### src/rtl/conv_seq_pkg.sv
package conv_seq_pkg;
  localparam int NUM_CH    = 10;
  localparam int CH_W      = 4;
  localparam int REG_SLOTS = 16;
  localparam int RLEN_W    = 4;
  localparam int INJ_SLOTS = 4;
  localparam int INJ_IDX_W = 2;
  localparam int DATA_W    = 12;
  localparam int SMP_W     = 3;
  localparam int CONV_CYC  = 11;
  localparam int CNT_W     = 5;
  localparam int CFG_AW    = 3;
  localparam int CFG_DW    = 32;

  typedef enum logic [1:0] {
    ST_IDLE    = 2'd0,
    ST_SAMPLE  = 2'd1,
    ST_CONVERT = 2'd2
  } seqState_t;

  // Strobes from control to datapath.
  typedef struct packed {
    logic                 storeReg;
    logic                 storeInj;
    logic [INJ_IDX_W-1:0] injIdx;
  } seqStrobe_t;

  // Index of the last sampling cycle for a sample code: cycles = 3 + 4*code.
  function automatic logic [CNT_W-1:0] smpLastOf(input logic [SMP_W-1:0] code);
    return CNT_W'(2) + CNT_W'({code, 2'b00});
  endfunction
endpackage

### src/rtl/conv_seq_ctrl.sv
module conv_seq_ctrl
  import conv_seq_pkg::*;
#(
  parameter int P_CNT_W    = CNT_W,
  parameter int P_RLEN_W   = RLEN_W,
  parameter int P_INJIDX_W = INJ_IDX_W,
  parameter int P_CONV_CYC = CONV_CYC
) (
  input  logic                  clk,
  input  logic                  rstN,
  input  logic                  startReg,
  input  logic                  startInj,
  input  logic                  seqWrReg,
  input  logic                  seqWrInj,
  input  logic [P_CNT_W-1:0]    smpLast,
  input  logic [P_RLEN_W-1:0]   regLen,
  input  logic [P_INJIDX_W-1:0] injLen,
  output logic [P_RLEN_W-1:0]   slotIdx,
  output logic                  grpInj,
  output logic                  smpActive,
  output logic                  cnvActive,
  output logic                  busy,
  output seqStrobe_t            strobe
);
  localparam logic [P_CNT_W-1:0] CONV_LAST = P_CNT_W'(P_CONV_CYC - 1);

  seqState_t          state;
  logic [P_CNT_W-1:0] cnt;
  logic               abortNow;
  logic               lastSlot;
  logic               convDone;

  always_comb begin
    busy      = (state != ST_IDLE);
    smpActive = (state == ST_SAMPLE);
    cnvActive = (state == ST_CONVERT);
    abortNow  = busy && (seqWrReg || seqWrInj);
    lastSlot  = grpInj ? (slotIdx == P_RLEN_W'(injLen)) : (slotIdx == regLen);
    convDone  = (state == ST_CONVERT) && (cnt == CONV_LAST);
    strobe.storeReg = convDone && !grpInj && !abortNow;
    strobe.storeInj = convDone && grpInj && !abortNow;
    strobe.injIdx   = slotIdx[P_INJIDX_W-1:0];
  end

  always_ff @(posedge clk) begin
    if (!rstN) begin
      state   <= ST_IDLE;
      cnt     <= '0;
      slotIdx <= '0;
      grpInj  <= 1'b0;
    end else if (abortNow) begin
      state   <= ST_SAMPLE;
      grpInj  <= seqWrInj;
      slotIdx <= '0;
      cnt     <= '0;
    end else begin
      unique case (state)
        ST_IDLE: begin
          if (startInj || startReg) begin
            state   <= ST_SAMPLE;
            grpInj  <= startInj;
            slotIdx <= '0;
            cnt     <= '0;
          end
        end
        ST_SAMPLE: begin
          if (cnt >= smpLast) begin
            state <= ST_CONVERT;
            cnt   <= '0;
          end else begin
            cnt <= cnt + 1'b1;
          end
        end
        ST_CONVERT: begin
          if (convDone) begin
            cnt <= '0;
            if (lastSlot) begin
              state <= ST_IDLE;
            end else begin
              state   <= ST_SAMPLE;
              slotIdx <= slotIdx + 1'b1;
            end
          end else begin
            cnt <= cnt + 1'b1;
          end
        end
        default: state <= ST_IDLE;
      endcase
    end
  end
endmodule

### src/rtl/conv_seq_dpath.sv
module conv_seq_dpath
  import conv_seq_pkg::*;
#(
  parameter int P_NUM_CH    = NUM_CH,
  parameter int P_CH_W      = CH_W,
  parameter int P_REG_SLOTS = REG_SLOTS,
  parameter int P_RLEN_W    = RLEN_W,
  parameter int P_INJ_SLOTS = INJ_SLOTS,
  parameter int P_INJIDX_W  = INJ_IDX_W,
  parameter int P_DATA_W    = DATA_W,
  parameter int P_SMP_W     = SMP_W,
  parameter int P_CNT_W     = CNT_W,
  parameter int P_CFG_AW    = CFG_AW,
  parameter int P_CFG_DW    = CFG_DW
) (
  input  logic                            clk,
  input  logic                            rstN,
  input  logic                            cfgWe,
  input  logic [P_CFG_AW-1:0]             cfgAddr,
  input  logic [P_CFG_DW-1:0]             cfgWdata,
  input  logic [P_DATA_W-1:0]             adcData,
  input  logic                            dmaAck,
  input  logic [P_RLEN_W-1:0]             slotIdx,
  input  logic                            grpInj,
  input  seqStrobe_t                      strobe,
  output logic                            seqWrReg,
  output logic                            seqWrInj,
  output logic [P_CNT_W-1:0]              smpLast,
  output logic [P_RLEN_W-1:0]             regLen,
  output logic [P_INJIDX_W-1:0]           injLen,
  output logic [P_CH_W-1:0]               chSel,
  output logic [P_DATA_W-1:0]             regData,
  output logic [P_INJ_SLOTS*P_DATA_W-1:0] injData,
  output logic                            eocReg,
  output logic                            eocInj,
  output logic                            dmaReq
);
  localparam int SLOTS_PER_WORD = P_CFG_DW / P_CH_W;
  localparam int SLOT_WORDS     = P_REG_SLOTS / SLOTS_PER_WORD;
  localparam int A_CTRL   = 0;
  localparam int A_RLEN   = 1;
  localparam int A_RSLOT0 = 2;
  localparam int A_INJ    = A_RSLOT0 + SLOT_WORDS;
  localparam int A_SMP    = A_INJ + 1;
  localparam logic [P_CH_W-1:0] CH_MAX = P_CH_W'(P_NUM_CH - 1);

  logic                                 dmaEn;
  logic [P_REG_SLOTS-1:0][P_CH_W-1:0]   regSlots;
  logic [P_INJ_SLOTS-1:0][P_CH_W-1:0]   injSlots;
  logic [P_NUM_CH-1:0][P_SMP_W-1:0]     smpCode;
  logic [P_INJ_SLOTS-1:0][P_DATA_W-1:0] injRes;
  logic [P_CH_W-1:0]                    rawCh;

  // Configuration registers
  always_ff @(posedge clk) begin
    if (!rstN) begin
      dmaEn    <= 1'b0;
      regLen   <= '0;
      regSlots <= '0;
      injSlots <= '0;
      injLen   <= '0;
      smpCode  <= '0;
    end else if (cfgWe) begin
      if (cfgAddr == P_CFG_AW'(A_CTRL)) dmaEn <= cfgWdata[0];
      if (cfgAddr == P_CFG_AW'(A_RLEN)) regLen <= cfgWdata[P_RLEN_W-1:0];
      for (int w = 0; w < SLOT_WORDS; w++) begin
        if (cfgAddr == P_CFG_AW'(A_RSLOT0 + w)) begin
          for (int k = 0; k < SLOTS_PER_WORD; k++)
            regSlots[w*SLOTS_PER_WORD+k] <= cfgWdata[k*P_CH_W +: P_CH_W];
        end
      end
      if (cfgAddr == P_CFG_AW'(A_INJ)) begin
        for (int k = 0; k < P_INJ_SLOTS; k++)
          injSlots[k] <= cfgWdata[k*P_CH_W +: P_CH_W];
        injLen <= cfgWdata[P_INJ_SLOTS*P_CH_W +: P_INJIDX_W];
      end
      if (cfgAddr == P_CFG_AW'(A_SMP)) begin
        for (int c = 0; c < P_NUM_CH; c++)
          smpCode[c] <= cfgWdata[c*P_SMP_W +: P_SMP_W];
      end
    end
  end

  // Sequence-rewrite detection and slot lookup
  always_comb begin
    seqWrReg = cfgWe && ((cfgAddr == P_CFG_AW'(A_RLEN)) ||
               ((cfgAddr >= P_CFG_AW'(A_RSLOT0)) && (cfgAddr < P_CFG_AW'(A_INJ))));
    seqWrInj = cfgWe && (cfgAddr == P_CFG_AW'(A_INJ));
    rawCh    = grpInj ? injSlots[slotIdx[P_INJIDX_W-1:0]] : regSlots[slotIdx];
    chSel    = (rawCh > CH_MAX) ? CH_MAX : rawCh;
    smpLast  = smpLastOf(smpCode[chSel]);
  end

  // Result registers, end-of-conversion pulses, DMA request
  always_ff @(posedge clk) begin
    if (!rstN) begin
      regData <= '0;
      injRes  <= '0;
      eocReg  <= 1'b0;
      eocInj  <= 1'b0;
      dmaReq  <= 1'b0;
    end else begin
      eocReg <= strobe.storeReg;
      eocInj <= strobe.storeInj;
      if (strobe.storeReg) regData <= adcData;
      if (strobe.storeInj) injRes[strobe.injIdx] <= adcData;
      if (strobe.storeReg && dmaEn) dmaReq <= 1'b1;
      else if (dmaAck)              dmaReq <= 1'b0;
    end
  end

  for (genvar g = 0; g < P_INJ_SLOTS; g++) begin : gInjOut
    assign injData[g*P_DATA_W +: P_DATA_W] = injRes[g];
  end
endmodule

### src/rtl/conv_seq_top.sv
module conv_seq_top
  import conv_seq_pkg::*;
(
  input  logic                        clk,
  input  logic                        rstN,
  input  logic                        cfgWe,
  input  logic [CFG_AW-1:0]           cfgAddr,
  input  logic [CFG_DW-1:0]           cfgWdata,
  input  logic                        startReg,
  input  logic                        startInj,
  input  logic [DATA_W-1:0]           adcData,
  input  logic                        dmaAck,
  output logic [CH_W-1:0]             chSel,
  output logic                        smpActive,
  output logic                        cnvActive,
  output logic                        busy,
  output logic                        eocReg,
  output logic                        eocInj,
  output logic [DATA_W-1:0]           regData,
  output logic [INJ_SLOTS*DATA_W-1:0] injData,
  output logic                        dmaReq
);
  seqStrobe_t           strobe;
  logic                 seqWrReg;
  logic                 seqWrInj;
  logic [CNT_W-1:0]     smpLast;
  logic [RLEN_W-1:0]    regLen;
  logic [INJ_IDX_W-1:0] injLen;
  logic [RLEN_W-1:0]    slotIdx;
  logic                 grpInj;

  conv_seq_ctrl u_ctrl (
    .clk(clk), .rstN(rstN),
    .startReg(startReg), .startInj(startInj),
    .seqWrReg(seqWrReg), .seqWrInj(seqWrInj),
    .smpLast(smpLast), .regLen(regLen), .injLen(injLen),
    .slotIdx(slotIdx), .grpInj(grpInj),
    .smpActive(smpActive), .cnvActive(cnvActive), .busy(busy),
    .strobe(strobe)
  );

  conv_seq_dpath u_dpath (
    .clk(clk), .rstN(rstN),
    .cfgWe(cfgWe), .cfgAddr(cfgAddr), .cfgWdata(cfgWdata),
    .adcData(adcData), .dmaAck(dmaAck),
    .slotIdx(slotIdx), .grpInj(grpInj), .strobe(strobe),
    .seqWrReg(seqWrReg), .seqWrInj(seqWrInj),
    .smpLast(smpLast), .regLen(regLen), .injLen(injLen),
    .chSel(chSel), .regData(regData), .injData(injData),
    .eocReg(eocReg), .eocInj(eocInj), .dmaReq(dmaReq)
  );
endmodule

### config.mk
export PLATFORM = sky130hd
export DESIGN_NAME = conv_seq_top
export DESIGN_NICKNAME = d
export VERILOG_FILES = /design/src/rtl/conv_seq_pkg.sv /design/src/rtl/conv_seq_ctrl.sv /design/src/rtl/conv_seq_dpath.sv /design/src/rtl/conv_seq_top.sv
export SDC_FILE = /design/constraint.sdc
export NUM_CORES = 1
export LEC_CHECK = 0
export BUFFER_PORTS_ARGS = -buffer_cell sky130_fd_sc_hd__buf_4
export CAP_MARGIN = 20
export CORE_AREA = 2 2 171 215
export DETAILED_ROUTE_END_ITERATION = 10
export DIE_AREA = 0 0 173 217
export GPL_TIMING_DRIVEN = 1
export PLACE_DENSITY = 0.43
export SLEW_MARGIN = 25
export SYNTH_ARGS = -nofsm -noshare
export SYNTH_HDL_FRONTEND = slang
export SYNTH_SLANG_ARGS = --single-unit
export TNS_END_PERCENT = 5
### constraint.sdc
create_clock -name clk -period 4.8 [get_ports clk]
set_input_delay 1.44 -clock clk [delete_from_list [all_inputs] [get_ports clk]]
set_output_delay 1.44 -clock clk [all_outputs]
set_load 0.05 [all_outputs]
==> key figures <==
Cells and area
  – Commonest non-fill, non-tap cell in the layout: nand2_1
  – ANT cells: 0
  – Sequential cell area: 3844 sq um
  – Post-layout util: 29.85%
  – # fillers: 3838
  – Commonest cells after routing, fill and taps aside: nand2_1 (295), dfxtp_1 (192), a21boi_0 (163), buf_4 (135), nand3_1 (57)
  – Finished Layout Cells: 1588
  – Multi-input gate area: 4528 sq um
  – Synthesis-to-layout area growth: 21.45%
  – Final #Nets: 1161
  – Layout cells sized above 1: 17.15%

Power and ir drop
  – Leak: 3.722 nW
  – Combinational power share: 21.9%
  – Sequential Power Share: 41.8%
  – Net Sw Power: 1.315 mW
  – Power density over the cells: 375.3 nW/um^2
  – Sw Ratio: 32.87%
  – Clk pwr share: 36.3%
  – Total chip power: 4.001 mW
  – Internal power: 2.686 mW
  – Worst VDD drop: 0.1686 mV

CTS
  – Root Buffer: clkbuf_16
  – Number of H-tree levels: 4
  – Clk pin slew, worst setup/hold paths: 0.07 ns
  – Hold-fix buffers, CTS: 0
  – Worst skew pair latency: 0.44 ns
  – # Post-CTS Setup Buffers: 0
  – # clock sinks: 192
  – CTS resizes: 0
  – CTS tree: yes
  – CTS Buffer Depth: 2
  – Num CTS Buffers: 17

Timing
  – Final setup violation count: 0
  – Maximum clock frequency: 0.2263 GHz
  – Unrepaired setup endpoints after global routing: false
  – Slew Limit Fails: 0
  – Setup TNS: 0 ns
  – Slew @ Worst Pin: 0.8350 ns
  – Rel. slew slack: 44.18%
  – Setup slack after layout: 0.3801 ns
  – Clock skew: 0.01383 ns
  – Min Tclk post-route: 4.420 ns
  – Period utilization: 92.08%
  – Final Hold Viols: 0

Routing
  – DR WL/cell: 18.32 um
  – First drt pass iteration count: 4
  – Vias after detailed routing: 7230
  – Vias per cell: 4.553
  – Routed WL: 29.10 mm
  – Initial drt markers: 409
  – DRC: 0
  – Post-DRT Antenna Nets: 0

Floorplanning
  – Effective utilization at floorplan: 24.58%
  – Die Ht: 217 um
  – # rows: 78
  – Die Area: 37540 sq um
  – Top Ports: 123
  – Core area: 35720 sq um
  – Die Span X: 173 um

Outcome
  – Status: completed

Yosys
  – Post-synthesis sequential area ratio: 43.78%
  – Synth async-reset ratio: 0%
  – Syn Area/Cell: 8.667 sq um
  – Share of the synthesized area in the top cell type: 43.78%
  – Synth Flop Type: dfxtp_1
  – Synthesized area: 8780 sq um
  – Yosys top cell by area: dfxtp_1
  – Seq cells post-synth: 192
  – Synth area leaders: dfxtp_1 (44%), a21boi_0 (14%), nand2_1 (13%)
  – Synth Instances: 1013
  – EDFF count, synth: 0
  – Syn Nets: 1079
  – Yosys warns: 0
  – Post-synth cell types: 65

Place
  – GPL Wtd Cong: 0.8273
  – DP Cell Count: 1556
  – PortBufs: 122
  – Dpl ws: 0.5953 ns
  – DP Wirelength: 20.62 mm

Global routing
  – Largest net degree at the start of global routing: 183
  – First-pass GRT wire length: 44.34 mm
  – Initial antenna violation count: 0
  – Remaining Overflow, GRT: 0
  – Gr usage total: 15.39%
  – Vias in the first global route: 7162

Setup path
  – CP max stage delay: 0.83 ns
  – R2R depth: 17
  – CP endpoint kind: output port
  – CP Buf/Inv Count: 1
  – Worst path arrival time: 2.98 ns
  – CP Depth: 7
  – Critical-path top delay cell: dfxtp_1
  – Top Family by Delay on Critical Path: flip-flops
  – Critical path type: reg2out
  – CP Launch Type: flop
  – Crit-path cells: mux4_1, mux2_2, nand2_1, and3_1, and2_1, o21ai_2, buf_4
  – Worst path required time: 3.36 ns
  – CP Max Fanout: 18

Min path
  – Worst Hold Path Cells: 2
  – Min-Delay Path Class: reg2reg

Job
  – Max_cap viols: 0
==> logic make-up (layout without fill, tap and decap cells) <==
kind of cell / after synthesis / in the layout / share of synthesized area [%]
XOR/XNOR: 9 / 9 / 0.8979
buffers and inverters: 88 / 183 / 4.803
AND/OR/NAND/NOR: 430 / 430 / 20.96
adder cells (fa/ha/maj): 13 / 13 / 1.853
flip-flops: 192 / 192 / 43.78
multiplexers: 58 / 58 / 8.836
AO/OA/AOI/OAI: 223 / 223 / 18.87
==> registers in the layout, indices dropped and copies added, names as in the netlist <==
register	flops
u_ctrl.cnt	5
u_ctrl.grpInj	1
u_ctrl.slotIdx	4
u_ctrl.state	2
u_dpath.dmaEn	1
u_dpath.dmaReq	1
u_dpath.eocInj	1
u_dpath.eocReg	1
u_dpath.injData	48
u_dpath.injLen	2
u_dpath.injSlots	16
u_dpath.regData	12
u_dpath.regLen	4
u_dpath.regSlots	64
u_dpath.smpCode	30
==> worst register-to-register path, cell delays in order (launching register included) <==
cell and delay, ns:
dfxtp_1 0.52, buf_4 0.32, mux4_1 0.59, mux2_2 0.27
nand2_1 0.09, a22o_2 0.26, o21ai_2 0.12, o221ai_1 0.18
o21ai_1 0.09, o311ai_1 0.27, ha_1 0.29, o21a_1 0.10
o21a_1 0.16, o21ai_0 0.16, a31oi_1 0.18, nand2b_1 0.22
a21o_1 0.22, nor2_1 0.11
==> power groups by stage <==
| stage | Clock (mW) | Combinational (mW) | Sequential (mW) |
|---|---|---|---|
| floorplan | 0 | 0.628 | 1.68 |
| CTS | 1.50 | 0.889 | 1.67 |
| detailed placement | 0 | 0.885 | 1.71 |
| finish | 1.45 | 0.878 | 1.67 |
| global placement | 0 | 0.885 | 1.71 |
| global route | 1.56 | 0.949 | 1.68 |
==> synth_stat cells, drive strengths merged, types with 7 or more instances <==
| cell | instances |
|---|---|
| a21oi | 11 |
| and2 | 7 |
| mux2i | 40 |
| nor2b | 22 |
| clkbuf | 57 |
| inv | 14 |
| mux4 | 12 |
| nor2 | 24 |
| dfxtp | 192 |
| a21boi | 163 |
| o21ai | 10 |
| nand3 | 57 |
| buf | 17 |
| nand2 | 295 |
| ha | 13 |
==> metrics by stage <==
step / hold WS (ns) / cell area (sq um)
after CTS: 0.4675 / 10660
after floorplan: 0.4386 / 8780
after global placement: 0.4502 / 10080
final: 0.4651 / 10660
after detailed placement: 0.4570 / 10080
after global routing: 0.4845 / 10660
==> routing by layer <==
metal | wire length [um] | global-route usage [%] | vias up
met2 | 14850 | 27.96 | 145
li1 | - | - | 3616
met1 | 12780 | 18.55 | 3439
met3 | 922 | 2.725 | 30
met5 | 0 | 0 | -
met4 | 537 | 4.379 | 0
==> worst paths after layout <==
path | startpoint | to | slack (ns)
min | u_dpath.regSlots[15]$_SDFFE_PN0P_ | u_dpath.regSlots[15]$_SDFFE_PN0P_ | 0.47
max reg2reg | u_ctrl.slotIdx[0]$_SDFFE_PP0P_ | u_ctrl.cnt[4]$_SDFFE_PP0P_ | 0.59
max | u_ctrl.slotIdx[3]$_SDFFE_PP0P_ | chSel[0] | 0.38
min reg2reg | u_dpath.regSlots[15]$_SDFFE_PN0P_ | u_dpath.regSlots[15]$_SDFFE_PN0P_ | 0.47
==> cell type report <==
cell class                      count  area share, %
Sequential cell                   192          36.05
Multi-Input combinational cell    733          42.47
Timing Repair Buffer              137          9.880
Tap cell                          480          5.632
Clock inverter                     14          1.361
Clock buffer                       18          4.119
Inverter                           14         0.4928
No activity file was read; power rests on OpenSTA's default activity.
